[src/rtl/scl_gen_pkg.sv]
package scl_gen_pkg;
  localparam logic [1:0] OP_BIT   = 2'd0;
  localparam logic [1:0] OP_START = 2'd1;
  localparam logic [1:0] OP_STOP  = 2'd2;

  typedef enum logic [2:0] {
    ST_FREE, ST_HOLD, ST_LOW, ST_HIGH, ST_RS_HIGH, ST_STOP_HIGH
  } phase_e;

  typedef enum logic [1:0] {PEND_BIT, PEND_START, PEND_STOP} pend_e;
endpackage

[src/rtl/scl_cnt_regs.sv]
module scl_cnt_regs #(
  parameter int CNT_W = 16,
  parameter int SS_H  = 427,
  parameter int SS_L  = 499,
  parameter int FS_H  = 87,
  parameter int FS_L  = 159
) (
  input  logic             clk_i,
  input  logic             rst_ni,
  input  logic             lock_i,
  input  logic             we_i,
  input  logic [1:0]       sel_i,
  input  logic [CNT_W-1:0] data_i,
  input  logic             fast_i,
  output logic [CNT_W-1:0] hcnt_o,
  output logic [CNT_W-1:0] lcnt_o
);
  localparam int NREG = 4;

  function automatic logic [CNT_W-1:0] rst_val(input int idx);
    case (idx)
      0:       return CNT_W'(SS_H);
      1:       return CNT_W'(SS_L);
      2:       return CNT_W'(FS_H);
      default: return CNT_W'(FS_L);
    endcase
  endfunction

  logic [CNT_W-1:0] regs_q [NREG];

  for (genvar g = 0; g < NREG; g++) begin : g_reg
    always_ff @(posedge clk_i or negedge rst_ni) begin
      if (!rst_ni)                                  regs_q[g] <= rst_val(g);
      else if (we_i && !lock_i && sel_i == 2'(g))   regs_q[g] <= data_i;
    end

    assert_lock_R2: assert property (@(posedge clk_i) disable iff (!rst_ni)
      lock_i |=> $stable(regs_q[g]));
  end

  assign hcnt_o = fast_i ? regs_q[2] : regs_q[0];
  assign lcnt_o = fast_i ? regs_q[3] : regs_q[1];
endmodule

[src/rtl/scl_idle_det.sv]
module scl_idle_det #(
  parameter int CNT_W = 16
) (
  input  logic             clk_i,
  input  logic             rst_ni,
  input  logic             scl_i,
  input  logic             sda_i,
  input  logic [CNT_W-1:0] hcnt_i,
  output logic             idle_o
);
  localparam int IW = CNT_W + 1;

  logic [IW-1:0] run_q;

  always_ff @(posedge clk_i or negedge rst_ni) begin
    if (!rst_ni)                run_q <= '0;
    else if (!(scl_i && sda_i)) run_q <= '0;
    else if (run_q != '1)       run_q <= run_q + 1'b1;
  end

  assign idle_o = run_q > {1'b0, hcnt_i};

  assert_idle_lines_R11: assert property (@(posedge clk_i) disable iff (!rst_ni)
    idle_o |-> $past(scl_i && sda_i));
endmodule

[src/rtl/scl_phase_seq.sv]
module scl_phase_seq
  import scl_gen_pkg::*;
#(
  parameter int CNT_W = 16
) (
  input  logic             clk_i,
  input  logic             rst_ni,
  input  logic             en_i,
  input  logic [CNT_W-1:0] hcnt_i,
  input  logic [CNT_W-1:0] lcnt_i,
  input  logic             req_valid_i,
  input  logic [1:0]       req_op_i,
  input  logic             req_bit_i,
  output logic             req_ready_o,
  input  logic             sda_i,
  output logic             scl_oe_o,
  output logic             sda_oe_o,
  output logic             bit_done_o,
  output logic             rx_bit_o
);
  localparam int TW = CNT_W + 1;

  phase_e        st_q;
  pend_e         pend_op_q;
  logic          pend_q;
  logic [TW-1:0] cnt_q;
  logic          scl_oe_q, sda_oe_q, done_q, rx_q;

  logic [TW-1:0] hold_lim, high_lim, stop_lim, low_lim;
  logic          accept;

  assign hold_lim = {1'b0, hcnt_i} + TW'(2);
  assign high_lim = {1'b0, hcnt_i} + TW'(7);
  assign stop_lim = {1'b0, hcnt_i};
  assign low_lim  = {1'b0, lcnt_i};

  assign req_ready_o = en_i && (st_q == ST_FREE || (st_q == ST_LOW && !pend_q));
  assign accept      = req_valid_i && req_ready_o;

  always_ff @(posedge clk_i or negedge rst_ni) begin
    if (!rst_ni) begin
      st_q <= ST_FREE; pend_q <= 1'b0; pend_op_q <= PEND_BIT; cnt_q <= '0;
      scl_oe_q <= 1'b0; sda_oe_q <= 1'b0; done_q <= 1'b0; rx_q <= 1'b1;
    end else if (!en_i) begin
      st_q <= ST_FREE; pend_q <= 1'b0; cnt_q <= '0;
      scl_oe_q <= 1'b0; sda_oe_q <= 1'b0; done_q <= 1'b0;
    end else begin
      done_q <= 1'b0;
      case (st_q)
        ST_FREE: if (accept && req_op_i == OP_START) begin
          sda_oe_q <= 1'b1; cnt_q <= '0; st_q <= ST_HOLD;
        end
        ST_HOLD: if (cnt_q >= hold_lim) begin
          scl_oe_q <= 1'b1; cnt_q <= '0; st_q <= ST_LOW;
        end else cnt_q <= cnt_q + 1'b1;
        ST_LOW: begin
          if (accept) begin
            pend_q <= 1'b1;
            case (req_op_i)
              OP_START: begin pend_op_q <= PEND_START; sda_oe_q <= 1'b0; end
              OP_STOP:  begin pend_op_q <= PEND_STOP;  sda_oe_q <= 1'b1; end
              default:  begin pend_op_q <= PEND_BIT;   sda_oe_q <= ~req_bit_i; end
            endcase
          end
          if (cnt_q >= low_lim) begin
            if (pend_q) begin
              scl_oe_q <= 1'b0; cnt_q <= '0; pend_q <= 1'b0;
              case (pend_op_q)
                PEND_START: st_q <= ST_RS_HIGH;
                PEND_STOP:  st_q <= ST_STOP_HIGH;
                default:    st_q <= ST_HIGH;
              endcase
            end
          end else cnt_q <= cnt_q + 1'b1;
        end
        ST_HIGH: if (cnt_q >= high_lim) begin
          scl_oe_q <= 1'b1; done_q <= 1'b1; rx_q <= sda_i; cnt_q <= '0; st_q <= ST_LOW;
        end else cnt_q <= cnt_q + 1'b1;
        ST_RS_HIGH: if (cnt_q >= high_lim) begin
          sda_oe_q <= 1'b1; cnt_q <= '0; st_q <= ST_HOLD;
        end else cnt_q <= cnt_q + 1'b1;
        ST_STOP_HIGH: if (cnt_q >= stop_lim) begin
          sda_oe_q <= 1'b0; cnt_q <= '0; st_q <= ST_FREE;
        end else cnt_q <= cnt_q + 1'b1;
        default: st_q <= ST_FREE;
      endcase
    end
  end

  assign scl_oe_o   = scl_oe_q;
  assign sda_oe_o   = sda_oe_q;
  assign bit_done_o = done_q;
  assign rx_bit_o   = rx_q;

  assert_done_pulse_R6: assert property (@(posedge clk_i) disable iff (!rst_ni)
    bit_done_o |=> !bit_done_o);
  assert_done_with_pull_R6: assert property (@(posedge clk_i) disable iff (!rst_ni)
    bit_done_o |-> (scl_oe_o && !$past(scl_oe_o)));
  assert_no_joint_edge_R12: assert property (@(posedge clk_i) disable iff (!rst_ni)
    (en_i && $past(en_i)) |-> !($changed(scl_oe_o) && $changed(sda_oe_o)));
  assert_off_release_R10: assert property (@(posedge clk_i) disable iff (!rst_ni)
    !en_i |=> (!scl_oe_o && !sda_oe_o));
endmodule

[src/rtl/scl_timing_gen.sv]
module scl_timing_gen #(
  parameter int CNT_W    = 16,
  parameter int CORE_KHZ = 100000
) (
  input  logic             clk_i,
  input  logic             rst_ni,
  input  logic             en_i,
  input  logic             fast_i,
  input  logic             cfg_we_i,
  input  logic [1:0]       cfg_sel_i,
  input  logic [CNT_W-1:0] cfg_data_i,
  input  logic             req_valid_i,
  input  logic [1:0]       req_op_i,
  input  logic             req_bit_i,
  output logic             req_ready_o,
  input  logic             scl_i,
  input  logic             sda_i,
  output logic             scl_oe_o,
  output logic             sda_oe_o,
  output logic             bit_done_o,
  output logic             rx_bit_o,
  output logic             bus_idle_o
);
  // Times in 0.1 us, fall time of 0.3 us folded in
  localparam int SS_H = (CORE_KHZ * 43 + 5000) / 10000 - 3;
  localparam int SS_L = (CORE_KHZ * 50 + 5000) / 10000 - 1;
  localparam int FS_H = (CORE_KHZ * 9  + 5000) / 10000 - 3;
  localparam int FS_L = (CORE_KHZ * 16 + 5000) / 10000 - 1;

  logic [CNT_W-1:0] hcnt, lcnt;

  scl_cnt_regs #(
    .CNT_W(CNT_W), .SS_H(SS_H), .SS_L(SS_L), .FS_H(FS_H), .FS_L(FS_L)
  ) u_regs (
    .clk_i(clk_i), .rst_ni(rst_ni), .lock_i(en_i), .we_i(cfg_we_i),
    .sel_i(cfg_sel_i), .data_i(cfg_data_i), .fast_i(fast_i),
    .hcnt_o(hcnt), .lcnt_o(lcnt)
  );

  scl_phase_seq #(.CNT_W(CNT_W)) u_seq (
    .clk_i(clk_i), .rst_ni(rst_ni), .en_i(en_i), .hcnt_i(hcnt), .lcnt_i(lcnt),
    .req_valid_i(req_valid_i), .req_op_i(req_op_i), .req_bit_i(req_bit_i),
    .req_ready_o(req_ready_o), .sda_i(sda_i), .scl_oe_o(scl_oe_o),
    .sda_oe_o(sda_oe_o), .bit_done_o(bit_done_o), .rx_bit_o(rx_bit_o)
  );

  scl_idle_det #(.CNT_W(CNT_W)) u_idle (
    .clk_i(clk_i), .rst_ni(rst_ni), .scl_i(scl_i), .sda_i(sda_i),
    .hcnt_i(hcnt), .idle_o(bus_idle_o)
  );
endmodule

[config.mk]
export PLATFORM = sky130hd
export DESIGN_NAME = scl_timing_gen
export DESIGN_NICKNAME = d
export VERILOG_FILES = /design/src/rtl/scl_gen_pkg.sv /design/src/rtl/scl_cnt_regs.sv /design/src/rtl/scl_idle_det.sv /design/src/rtl/scl_phase_seq.sv /design/src/rtl/scl_timing_gen.sv
export SDC_FILE = /design/constraint.sdc
export NUM_CORES = 1
export LEC_CHECK = 0
export ABC_CLOCK_PERIOD_IN_PS = 11730
export BUFFER_PORTS_ARGS = -buffer_cell sky130_fd_sc_hd__buf_2
export CAP_MARGIN = 20
export CORE_ASPECT_RATIO = 2
export CORE_MARGIN = 4
export CORE_UTILIZATION = 60
export DETAILED_ROUTE_END_ITERATION = 7
export PLACE_DENSITY = 0.9
export SYNTH_ARGS = -nofsm -noshare
export SYNTH_HDL_FRONTEND = slang
export SYNTH_SLANG_ARGS = --single-unit
[constraint.sdc]
create_clock -name clk_i -period 11.73 [get_ports clk_i]
set_input_delay 1.173 -clock clk_i [delete_from_list [all_inputs] [get_ports clk_i]]
set_output_delay 1.173 -clock clk_i [all_outputs]
set_load 0.05 [all_outputs]
---- After elaboration in Yosys (flattened, before gate mapping) ----
Index checks and enable logic that the tools add are counted.
storage, ports and cells
  flip-flop bits (word level) ............. 108
  word-level logic and storage cells ...... 115
  output and inout port bits .............. 6
operators by class
  $lt $le $gt $ge ......................... 5
  multiplexer cells ....................... 43
  bitwise gates (word level) .............. 1
  add/subtract/negate cells ............... 4
  reductions and logical operators ........ 22
  equal/unequal tests ..................... 27
operators by type and width
  cell                                                 number
  two-way mux 17 bit                                   9
  one-hot mux 17 bit (5 select lines)                  1
  adder 17 x 1 -> 17 bit, second input constant        2
  >= comparator 17 x 16 -> 1 bit                       2
  >= comparator 17 bit                                 2
  two-way mux 16 bit                                   2
  two-way mux 3 bit                                    8
  != test 3 x 2 -> 1 bit, second input constant        6
  one-hot mux 3 bit (6 select lines)                   1
  adder 16 x 2 -> 17 bit, second input constant        1
  adder 16 x 3 -> 17 bit, second input constant        1
  > comparator 17 x 16 -> 1 bit                        1
  two-way mux 1 bit                                    17
  != test 17 bit, second input constant                1
  logical AND 1 bit                                    10
  AND reduction 5 bit                                  2
  AND reduction 3 bit                                  3
  equality test 2 bit, second input constant           4
  AND reduction 7 bit                                  1
  equality test 2 x 1 -> 1 bit, second input constant  3
  equality test 3 x 2 -> 1 bit, second input constant  2
  equality test 3 bit, second input constant           2
  != test 3 bit, second input constant                 2
  != test 6 x 2 -> 1 bit, second input constant        1
  other kinds (17)                                     18

---- Depth between registers and ports, before layout ----
Gate-level depths: netlist of run 1.
  depth in word-level cells ............... 10
  depth in mapped cells ................... 22
  depth with buffers taken out ............ 18

---- Cells and area by module ----
A second synthesis of run 1 with hierarchy kept.
unflattened totals
  cells, all modules ...................... 759
  area total of the unflattened synthesis .. 7,853.8 µm²
by module, submodules not included
  module         sequential area each (µm²)  cells an instance  times used  area an instance (µm²)
  scl_phase_seq  676.9                       444                1           3,662.3
  scl_cnt_regs   1,631.6                     174                1           2,949.1
  scl_idle_det   425.4                       141                1           1,242.4

---- Worst setup path after synthesis of run 1 ----
OpenSTA, ideal clock, no wires.
  path type ............................... input-to-reg
  start point ............................. in fast_i
  end point ............................... reg u_seq.cnt_q[15]
  required time ........................... 11.652 ns
  path buffers ............................ 4
  library setup time ...................... 0.078 ns
  path slack .............................. 6.252 ns
  stages .................................. 22
  arrival ................................. 5.399 ns
  path through ............................ buf_2 -> buf_2 -> buf_2 -> mux2i_1 -> ha_1 -> nand2_1 -> nand2_1 -> nand2_1 -> or3_1 -> nand2b_1 -> nor2_1 -> xor2_1 -> ha_1 -> nand4_1 -> nor2_1 -> a211oi_1 -> o21ai_0 -> a211o_1 -> a31o_1 -> buf_6 -> o41ai_2 -> o21bai_1
on the way
  longest elaborated chain between the ends .. 6
RTL lines
  element                                                           line                                                           source
  from (decl)                                                       scl_timing_gen.sv:8                                            input logic fast_i,
  two-way mux 16 bit                                                scl_cnt_regs.sv:41                                             assign hcnt_o = fast_i ? regs_q[2] : regs_q[0];
  adder 16 x 3 -> 17 bit or adder 16 x 2 -> 17 bit (tied branches)  scl_phase_seq.sv:33, scl_phase_seq.sv:32
  >= comparator 17 bit (on tied branches)                           scl_phase_seq.sv:76, scl_phase_seq.sv:79, scl_phase_seq.sv:53
  two-way mux 17 bit (on tied branches)                             scl_phase_seq.sv:76, scl_phase_seq.sv:79, scl_phase_seq.sv:53
  one-hot mux 17 bit (5 select lines)                               scl_phase_seq.sv:49                                            case (st_q)
  two-way mux 17 bit                                                scl_phase_seq.sv:44                                            end else if (!en_i) begin
  to (signal assigned)                                              scl_phase_seq.sv:78                                            end else cnt_q <= cnt_q + 1'b1;
  to (signal assigned)                                              scl_phase_seq.sv:81                                            end else cnt_q <= cnt_q + 1'b1;
  to (signal assigned)                                              scl_phase_seq.sv:84                                            end else cnt_q <= cnt_q + 1'b1;
  to (decl)                                                         scl_phase_seq.sv:26                                            logic [TW-1:0] cnt_q;
Several ways; a longest one is shown, not always the timed one.
A chain may end at the register's enable or synchronous reset.

---- Worst setup path after layout of run 1 ----
  start point ............................. in fast_i
  end point ............................... reg u_seq.cnt_q[5]
Same word-level chain as after synthesis.

==> results of run 1 <==
==> worst paths after layout <==
check	endpoint	slack, ns
worst max register to register	u_seq.cnt_q[5]	6.89
worst max-delay path	u_seq.cnt_q[5]	5.56
max in group asynchronous	u_idle.run_q[5]	9.74
worst min-delay path	u_regs.regs_q[42]	0.51
min in group asynchronous	u_regs.regs_q[13]	0.81
worst min register to register	u_regs.regs_q[42]	0.51
==> per-layer routing <==
layer,wire (um),GRT usage,vias to the layer above
met1,6390,0.259,2858
met5,0,0,-
li1,-,-,2688
met3,728,0.0484,123
met2,9860,0.487,243
met4,1740,0.234,0
==> power groups by stage <==
| stage | combinational, mW | sequential, mW | clock [mW] |
|---|---|---|---|
| finish | 0.432 | 0.501 | 0.299 |
| floorplan | 0.310 | 0.489 | 0 |
| CTS | 0.427 | 0.498 | 0.303 |
| detailed placement | 0.423 | 0.505 | 0 |
| global placement | 0.396 | 0.499 | 0 |
| global route | 0.474 | 0.507 | 0.318 |
==> final cells by class <==
cell class / instances / share of cell area
multi-input combinational: 563 / 0.563
sequential: 108 / 0.340
timing repair buffer: 40 / 0.0289
clock buffer: 10 / 0.0285
tap: 147 / 0.0229
inverter: 21 / 0.00981
clock inverter: 6 / 0.00716
==> logic make-up (layout without fill, tap and decap cells) <==
group,Yosys count,in the layout
simple gates,200,200
compound gates,130,130
flops,108,108
mux,101,101
fa+ha+maj,92,92
xor+xnor,40,40
buf+inv,40,77
==> worst reg2reg max path, stage by stage (launching register included) <==
cell and delay (ns):
dfstp_2 0.37, mux2i_1 0.56, ha_1 0.27, nand2_1 0.05, nand2_1 0.09, nand2_1 0.08
or3_1 0.38, nand2b_1 0.22, nor2_1 0.13, xor2_1 0.09, ha_1 0.34, nand4_1 0.11
nor2_1 0.11, o21ai_0 0.08, o21ai_0 0.50, o22a_1 0.26, a31o_1 0.70, o21bai_1 0.21
o2bb2ai_1 0.17
==> cell usage in the layout, fill, tap and decap left out, types with 9 or more instances in the layout <==
cell / count
xor2_1: 24
mux2_2: 69
clkbuf_16: 9
dfrtp_1: 83
inv_1: 20
a211oi_1: 11
or3_1: 9
nand2_1: 46
nand3_1: 20
and3_1: 10
nand4_1: 15
nor2_1: 47
buf_2: 33
mux2i_1: 32
a21o_1: 17
o21ai_0: 32
dfstp_2: 25
a21oi_1: 31
xnor2_1: 16
nor3_1: 12
ha_1: 92
==> sequential cells by signal, summed over array words and instances, names as in the netlist, 2 cells and up <==
| name | count |
|---|---|
| u_idle.run_q | 17 |
| u_regs.regs_q | 64 |
| u_seq.cnt_q | 17 |
| u_seq.pend_op_q | 2 |
| u_seq.st_q | 3 |
==> per-stage QoR <==
stage	area, um^2	util	worst slack (ns)
5_1_grt	8040	0.663	5.25
6_report	8040	0.663	5.56
3_5_place_dp	7710	0.636	5.25
2_1_floorplan	7380	-	6.25
3_3_place_gp	7710	0.636	5.48
4_1_cts	8000	0.660	5.61
==> impl_metrics.env, run 1 <==
export IMPL_finalHoldViolCount=0
export IMPL_vias=5912
export IMPL_min_path_type="flop to flop"
export IMPL_cts_path_max_buffers=2
export IMPL_period_needed_ns=6.17
export IMPL_syn_cell_area_um2=7380
export IMPL_synth_commonest_cells="ha_1, dfrtp_1, mux2_2"
export IMPL_synth_flop_cell="dfrtp_1"
export IMPL_finalPower_mw=1.23
export IMPL_viasPerCell=6.61
export IMPL_hold_slack_ns=0.511
export IMPL_die_h_um=165
export IMPL_cts_setup_buffers=0
export IMPL_globalRouteTotalUtil=0.272
export IMPL_syn_nets=832
export IMPL_seqCellArea_um2=2730
export IMPL_crit_start="fast_i"
export IMPL_crit_arrival_ns=6.38
export IMPL_crit_chain="buf_2 -> mux2i_1 -> ha_1 -> nand2_1 -> nand2_1 -> nand2_1 -> or3_1 -> nand2b_1 -> nor2_1 -> xor2_1 -> ha_1 -> nand4_1 -> nor2_1 -> o21ai_0 -> o21ai_0 -> o22a_1 -> a31o_1 -> o21bai_1 -> o2bb2ai_1"
export IMPL_path_delay_family="compound AO/OA/AOI/OAI gates"
export IMPL_synth_compound_area_frac=0.119
export IMPL_start_util=0.609
export IMPL_cts_resized=0
export IMPL_antenna_found_initial=0
export IMPL_outcome="finished, final reports clean"
export IMPL_ff2ff_path_depth=18
export IMPL_crit_top_cell="nand2_1"
export IMPL_power_share_sequential=0.406
export IMPL_hp_start="u_regs.regs_q[42]"
export IMPL_timing_fmax_mhz=162
export IMPL_synthSimpleGateAreaFrac=0.137
export IMPL_synth_top_area_frac=0.281
export IMPL_crit_slowest_cell="buf_2"
export IMPL_clock_skew_final_ns=0.00761
export IMPL_p_switching_uw=458
export IMPL_ys_ff_latch=108
export IMPL_crit_required_ns=11.94
export IMPL_cts_htree_levels=3
export IMPL_maxCapViolations=0
export IMPL_synth_top_family_by_area="adder cells"
export IMPL_numCtsBuffers=9
export IMPL_worst_pin_slew_ns=1.03
export IMPL_ys_top_cells_by_area="dfrtp_1, ha_1, mux2_2"
export IMPL_numPortBuffers=34
export IMPL_max_slew_margin_rel=0.295
export IMPL_muxShareOfSynthArea=0.149
export IMPL_seq_area_frac_synth=0.370
export IMPL_switching_share=0.372
export IMPL_diodes=0
export IMPL_synth_adder_area_share=0.156
export IMPL_drive_gt1_frac=0.213
export IMPL_p_leak_nw=3.79
export IMPL_cts_hold_buf=0
export IMPL_routed_wl_um=18700
export IMPL_startpoint_type="input pin"
export IMPL_area_delta_synth_final_pct=8.88
export IMPL_first_pass_iters=5
export IMPL_clkTransAtPathRegs_ns=0.08
export IMPL_hpwl_um=14400
export IMPL_fillers=915
export IMPL_root_buffer="clkbuf_16"
export IMPL_nNetsFinal=864
export IMPL_io_pins=35
export IMPL_clock_latency_ns=0.36
export IMPL_synth_xor_area_frac=0.0474
export IMPL_synth_edff_count=0
export IMPL_setup_tns_ns=0
export IMPL_coreArea_um2=12100
export IMPL_postRouteAntennaNets=0
export IMPL_cts_tree="built"
export IMPL_drc=0
export IMPL_grt_max_degree=61
export IMPL_powerDensity_nw_per_um2=153
export IMPL_grt_ovfl_total=0
export IMPL_drt_iter0_markers=334
export IMPL_combPwrFrac=0.351
export IMPL_drv_slew=0
export IMPL_ys_warn_count=0
export IMPL_fp_dieW_um=86.4
export IMPL_cp_max_fo=34
export IMPL_ir_drop_mv=0.116
export IMPL_worstHoldPathCells=1
export IMPL_slowest_delay_ns=0.72
export IMPL_fin_cells=895
export IMPL_yosysMostFrequentCell="ha_1"
export IMPL_dp_cells=876
export IMPL_ys_types=57
export IMPL_critical_path_depth=19
export IMPL_period_share=0.526
export IMPL_async_flop_share=1.00
export IMPL_cts_sinks=108
export IMPL_syn_area_per_cell_um2=10.4
export IMPL_gp_congestion=0.929
export IMPL_rsz0062_at_grt="no"
export IMPL_wire_per_inst_um=20.9
export IMPL_grt_pass1_wl_um=30100
export IMPL_p_int_uw=773
export IMPL_endpoint_kind="flop"
export IMPL_r2r_start="u_regs.regs_q[18]"
export IMPL_die_area_um2=14300
export IMPL_grt_pass1_vias=6334
export IMPL_netlist_instances=711
export IMPL_setup_viol=0
export IMPL_path_buf_inv=1
export IMPL_path_class="input pin to flop"
export IMPL_multi_input_area_um2=4520
export IMPL_rows=57
export IMPL_synth_top_cell_by_area="dfrtp_1"
export IMPL_p_clk_frac=0.243
Note: power is estimated with default switching activity, not from simulation.
==> run 2, diff against run 1 <==
- ABC_CLOCK_PERIOD_IN_PS: 11730 -> 5000
- CORE_UTILIZATION: 60 -> 57
- clock period: 11.73 -> 5 ns (I/O delays scaled with it)
==> run 2 against run 1 <==
Net effect: clock skew grew 0.0018 ns; die area grew 4.9%; design area grew 1.8%; clock-buffer cell count is the same; non-clock buffer count grew 17; first-iteration DRC count grew 11%; via count grew 0.64%; sequential share of layout area shrank 0.61 points; routed wire length is essentially flat; final cell count grew 2.2%; global-route usage shrank 0.85 points; setup slack lost 5.2 ns.
==> impl_metrics.env, run 2 (synthesized netlist as in run 1, its figures left out) <==
export IMPL_outcome="finished, final reports clean"
export IMPL_wire_per_inst_um=20.5
export IMPL_largest_reg_flops=64
export IMPL_first_pass_iters=5
export IMPL_die_h_um=169
export IMPL_antenna_found_initial=0
export IMPL_coreArea_um2=12600
export IMPL_cts_resized=0
export IMPL_crit_required_ns=5.29
export IMPL_grt_pass1_wl_um=30500
export IMPL_cts_sinks=108
export IMPL_p_leak_nw=3.88
export IMPL_crit_chain="buf_2 -> buf_4 -> mux2i_1 -> buf_4 -> nor4_1 -> nand3_1 -> nor2_1 -> xor2_1 -> ha_1 -> a21oi_1 -> nand2_1 -> a211oi_1 -> o21ai_0 -> a211o_1 -> a31o_1 -> buf_4 -> o41ai_2 -> o21bai_1"
export IMPL_root_buffer="clkbuf_16"
export IMPL_area_delta_synth_final_pct=10.9
export IMPL_crit_slowest_cell="nor4_1"
export IMPL_min_path_type="input pin to async pin"
export IMPL_diodes=0
export IMPL_clock_skew_final_ns=0.00941
export IMPL_finalPower_mw=2.95
export IMPL_drv_slew=0
export IMPL_die_area_um2=14900
export IMPL_r2r_end="u_seq.cnt_q[15]"
export IMPL_r2r_setup_slack_ns=0.56
export IMPL_ir_drop_mv=0.266
export IMPL_drt_iter0_markers=371
export IMPL_numCtsBuffers=9
export IMPL_powerDensity_nw_per_um2=361
export IMPL_crit_top_cell="buf_4"
export IMPL_finalHoldViolCount=0
export IMPL_vias=5950
export IMPL_path_buf_inv=4
export IMPL_mostFrequentLayoutCell="ha_1"
export IMPL_cts_setup_buffers=0
export IMPL_rsz0062_at_grt="no"
export IMPL_dpl_cell_area_um2=7850
export IMPL_drc=0
export IMPL_setup_tns_ns=0
export IMPL_clkTransAtPathRegs_ns=0.08
export IMPL_fp_dieW_um=88.5
export IMPL_worst_pin_slew_ns=1.08
export IMPL_cts_htree_levels=3
export IMPL_postRouteAntennaNets=0
export IMPL_regMostFlops="u_regs.regs_q"
export IMPL_hpwl_um=13800
export IMPL_maxCapViolations=0
export IMPL_path_class="input pin to flop"
export IMPL_routed_wl_um=18700
export IMPL_io_pins=35
export IMPL_timing_fmax_mhz=217
export IMPL_slowest_delay_ns=0.43
export IMPL_viasPerCell=6.50
export IMPL_cts_hold_buf=0
export IMPL_path_delay_family="compound AO/OA/AOI/OAI gates"
export IMPL_setup_viol=0
export IMPL_cts_tree="built"
export IMPL_grt_pass1_vias=6229
export IMPL_nNetsFinal=881
export IMPL_grt_ovfl_total=0
export IMPL_rows=58
export IMPL_final_cell_mix="ha_1, dfrtp_1, mux2_2"
export IMPL_globalRouteTotalUtil=0.264
export IMPL_numPortBuffers=34
export IMPL_startpoint_type="input pin"
export IMPL_period_share=0.922
export IMPL_ff2ff_path_depth=16
export IMPL_cp_max_fo=23
export IMPL_design_area_um2=8190
export IMPL_reg_largest_list="u_regs.regs_q: 64 flops, u_idle.run_q: 17 flops, u_seq.cnt_q: 17 flops"
export IMPL_max_slew_margin_rel=0.279
export IMPL_crit_arrival_ns=4.90
export IMPL_gp_congestion=0.995
export IMPL_drive_gt1_frac=0.231
export IMPL_clock_latency_ns=0.36
export IMPL_r2r_start="u_regs.regs_q[20]"
export IMPL_cts_path_max_buffers=2
export IMPL_start_util=0.585
export IMPL_grt_max_degree=66
export IMPL_period_needed_ns=4.61
export IMPL_endpoint_kind="flop"
## run 2: worst register-to-register path: stages (launching register included)
cell and delay [ns]:
dfstp_2 0.54, mux2i_1 0.10, buf_4 0.19, or3_1 0.37, a21oi_1 0.36, nand2_1 0.12, xnor2_1 0.15, ha_1 0.31
a211oi_1 0.27, o21ai_0 0.13, a211oi_1 0.28, o21ai_0 0.28, a211o_1 0.40, a31o_1 0.22, buf_4 0.20, o41ai_2 0.31
o21bai_1 0.15
## run 2: final cells by class
cell class              instances  area, um^2
flip-flops and latches        108        2730
clock buffers                  10         239
multi-input cells             563        4520
inverters                      21        78.8
fillers                       967        4440
well taps                     150         188
clock inverters                 6        67.6
repair buffers                 57         357
## run 2: worst max path at each step
| stage | startpoint | to | slack (ns) | cells past startpoint |
|---|---|---|---|---|
| floorplan | fast_i | u_seq.cnt_q[15] | 0.20 | 22 |
| global placement | fast_i | u_seq.cnt_q[15] | 0.15 | 18 |
| detailed placement | fast_i | u_seq.cnt_q[15] | 0.05 | 18 |
| CTS | fast_i | u_seq.cnt_q[15] | 0.41 | 18 |
| global route | fast_i | u_seq.cnt_q[16] | 0.02 | 18 |
| finish | fast_i | u_seq.cnt_q[15] | 0.39 | 18 |
## run 2: power breakdown
part / leakage, nW / switching, mW / internal, mW
sequential: 1.33 / 0.121 / 1.05
combinational: 2.40 / 0.598 / 0.453
clock: 0.149 / 0.366 / 0.366
total: 3.88 / 1.09 / 1.87
## run 2: per-layer routing
metal / track usage / routed length, um / up-vias
met5: 0 / 0 / -
met4: 0.203 / 1570 / 0
met3: 0.0477 / 743 / 132
met2: 0.463 / 10100 / 220
met1: 0.263 / 6300 / 2884
li1: - / - / 2714
## run 2: through the flow
stage | std cells | worst slack, ns | util | hold slack (ns)
6_report | 915 | 0.389 | 0.648 | 0.243
5_1_grt | 915 | 0.0198 | 0.648 | 0.315
4_1_cts | 913 | 0.410 | 0.646 | 0.278
3_5_place_dp | 897 | 0.0514 | 0.622 | 0.494
3_3_place_gp | 897 | 0.154 | 0.622 | 0.488
2_1_floorplan | 711 | 0.195 | - | 0.204
==> run 3, diff against run 2 <==
- ABC_AREA: unset -> 1
- SKIP_LAST_GASP: unset -> 1
==> run 3 against run 2 <==
Net effect: design area increased by 5.9%; largest power group unchanged; non-clock buffer count decreased by 20; setup slack improved by 0.90 ns; via count increased by 24%; first-iteration DRC count increased by 23%; die area increased by 8.5%; sequential cell count unchanged; sequential share of layout area decreased by 1.9 points; highest routed layer unchanged; combinational power decreased by 14%.
==> impl_metrics.env, run 3 <==
export IMPL_syn_area_per_cell_um2=7.58
export IMPL_drive_gt1_frac=0.117
export IMPL_p_switching_mw=1.09
export IMPL_muxShareOfSynthArea=0.0258
export IMPL_ir_drop_mv=0.212
export IMPL_async_flop_share=1.00
export IMPL_min_path_type="input pin to async pin"
export IMPL_reg_largest_list="u_regs.regs_q: 64 flops, u_idle.run_q: 17 flops, u_seq.cnt_q: 17 flops"
export IMPL_maxCapViolations=0
export IMPL_synth_edff_count=0
export IMPL_die_h_um=176
export IMPL_synth_flop_cell="dfrtp_1"
export IMPL_vias=7353
export IMPL_fillers=1197
export IMPL_cts_resized=0
export IMPL_ys_ff_latch=108
export IMPL_gp_congestion=1.01
export IMPL_p_int_mw=1.67
export IMPL_period_share=0.742
export IMPL_synth_commonest_cells="nand2_1, nor2_1, inv_1"
export IMPL_synth_top_area_frac=0.258
export IMPL_power_share_sequential=0.405
export IMPL_grt_max_degree=67
export IMPL_numPortBuffers=34
export IMPL_ys_top_cells_by_area="dfrtp_1, ha_1, nand2_1"
export IMPL_synth_compound_area_frac=0.119
export IMPL_crit_required_ns=5.29
export IMPL_finalPower_mw=2.76
export IMPL_worst_pin_slew_ns=1.06
export IMPL_ys_warn_count=0
export IMPL_largest_reg_flops=64
export IMPL_diodes=0
export IMPL_drt_iter0_markers=456
export IMPL_cts_path_max_buffers=2
export IMPL_synth_adder_area_share=0.143
export IMPL_wire_per_inst_um=16.8
export IMPL_nNetsFinal=1209
export IMPL_final_cell_mix="nand2_1, nor2_1, inv_1"
export IMPL_start_util=0.580
export IMPL_timing_fmax_mhz=270
export IMPL_coreArea_um2=13900
export IMPL_regMostFlops="u_regs.regs_q"
export IMPL_io_pins=35
export IMPL_root_buffer="clkbuf_16"
export IMPL_setup_tns_ns=0
export IMPL_p_leak_nw=4.51
export IMPL_cts_tree="built"
export IMPL_grt_pass1_vias=7651
export IMPL_rows=61
export IMPL_synth_xor_area_frac=0.0381
export IMPL_endpoint_kind="flop"
export IMPL_routed_wl_um=21500
export IMPL_setup_viol=0
export IMPL_outcome="finished, final reports clean"
export IMPL_powerDensity_nw_per_um2=319
export IMPL_synthSimpleGateAreaFrac=0.266
export IMPL_cts_hold_buf=0
export IMPL_clock_skew_final_ns=0.00993
export IMPL_synth_top_family_by_area="simple AND/OR/NAND/NOR gates"
export IMPL_finalHoldViolCount=0
export IMPL_hpwl_um=16300
export IMPL_rsz0062_at_grt="no"
export IMPL_first_pass_iters=7
export IMPL_yosysMostFrequentCell="nand2_1"
export IMPL_seq_area_frac_synth=0.339
export IMPL_drc=0
export IMPL_grt_pass1_wl_um=35800
export IMPL_crit_arrival_ns=4.00
export IMPL_antenna_found_initial=0
export IMPL_mostFrequentLayoutCell="nand2_1"
export IMPL_cts_sinks=108
export IMPL_switching_share=0.395
export IMPL_synth_top_cell_by_area="dfrtp_1"
export IMPL_syn_cell_area_um2=8060
export IMPL_dp_cells=1265
export IMPL_max_slew_margin_rel=0.292
export IMPL_die_area_um2=16200
export IMPL_p_clk_frac=0.268
export IMPL_cts_htree_levels=3
export IMPL_combPwrFrac=0.327
export IMPL_netlist_instances=1063
export IMPL_numCtsBuffers=9
export IMPL_clock_latency_ns=0.36
export IMPL_cp_max_fo=24
export IMPL_drv_slew=0
export IMPL_startpoint_type="input pin"
export IMPL_postRouteAntennaNets=0
export IMPL_path_class="input pin to flop"
export IMPL_grt_ovfl_total=0
export IMPL_fin_cells=1282
export IMPL_fp_dieW_um=92.1
export IMPL_clkTransAtPathRegs_ns=0.08
export IMPL_viasPerCell=5.74
export IMPL_cts_setup_buffers=0
export IMPL_syn_nets=1184
export IMPL_area_delta_synth_final_pct=7.63
export IMPL_ys_types=52
export IMPL_globalRouteTotalUtil=0.280
export IMPL_period_needed_ns=3.71
==> run 3: cell count changes after synthesis, moves of 16 or more <==
cell / change
inv_1: +81
mux2_2: -68
mux2i_1: -16
nand2_1: +259
nand3_1: +18
nor2_1: +64
o21ai_0: +53
==> run 3: routing by layer <==
metal	global-route usage	up-vias	share of wire
li1	-	3520	-
met1	0.283	3395	0.34
met2	0.505	318	0.52
met3	0.0422	120	0.050
met4	0.217	0	0.084
met5	0	-	0
==> run 3: worst paths after layout <==
path	to	from	depth (start not counted)	slack, ns
max in group asynchronous	u_regs.regs_q[56]	rst_ni	2	3.71
hold reg to reg	u_seq.rx_bit_o	u_seq.rx_bit_o	2	0.47
setup reg to reg	u_seq.cnt_q[2]	u_regs.regs_q[17]	25	1.53
min in group clk_i	u_seq.rx_bit_o	sda_i	3	0.34
setup / recovery	u_seq.cnt_q[2]	fast_i	26	1.29
hold / removal	u_seq.pend_op_q[0]	rst_ni	1	0.24
==> run 3: cell type report <==
class	instances	area [um^2]	share of cell area
clock buffers	9	225	0.0260
clock inverters	7	88.8	0.0102
inverters	110	415	0.0479
multi-input cells	822	4770	0.550
flip-flops and latches	108	2730	0.315
well taps	189	236	0.0273
repair buffers	37	203	0.0234
==> run 3: kinds of logic (layout without fill, tap and decap cells) <==
kind of cell,after synthesis,in the layout
mux,19,19
flops,108,108
compound gates,166,166
buf+inv,133,163
xor+xnor,35,35
simple gates,510,510
fa+ha+maj,92,92
==> run 3: stage by stage <==
step / instance area [um^2] / worst slack, ns / util / hold WS (ns)
2_1_floorplan: 8060 / 1.65 / - / 0.204
3_3_place_gp: 8340 / 1.14 / 0.600 / 0.453
3_5_place_dp: 8340 / 1.04 / 0.600 / 0.461
4_1_cts: 8650 / 1.31 / 0.623 / 0.275
5_1_grt: 8670 / 0.881 / 0.624 / 0.322
6_report: 8670 / 1.29 / 0.624 / 0.237
==> run 3: power by group through the flow <==
stage	combinational, mW	clock [mW]	sequential [mW]
after detailed placement	0.885	0	1.13
final	0.903	0.740	1.12
after CTS	0.893	0.745	1.12
after floorplan	0.649	0	1.13
after global routing	1.03	0.784	1.13
after global placement	0.847	0	1.13
==> run 3: worst max-delay path, stage by stage <==
cell     delay (ns)
buf_2          0.29
buf_4          0.45
o21ai_2        0.17
ha_1           0.25
nand2_1        0.08
nand2_1        0.09
inv_1          0.06
nand2_1        0.09
inv_1          0.09
nand2_1        0.10
nor2_2         0.14
xor2_1         0.16
ha_1           0.26
nand2_1        0.10
inv_1          0.04
nand2_1        0.05
nand2_1        0.04
nand2_1        0.05
nand2_1        0.05
nor2_1         0.19
nand2_1        0.10
nor2_1         0.12
nor2_1         0.07
nand2_2        0.27
nand2_1        0.11
nand2_1        0.08
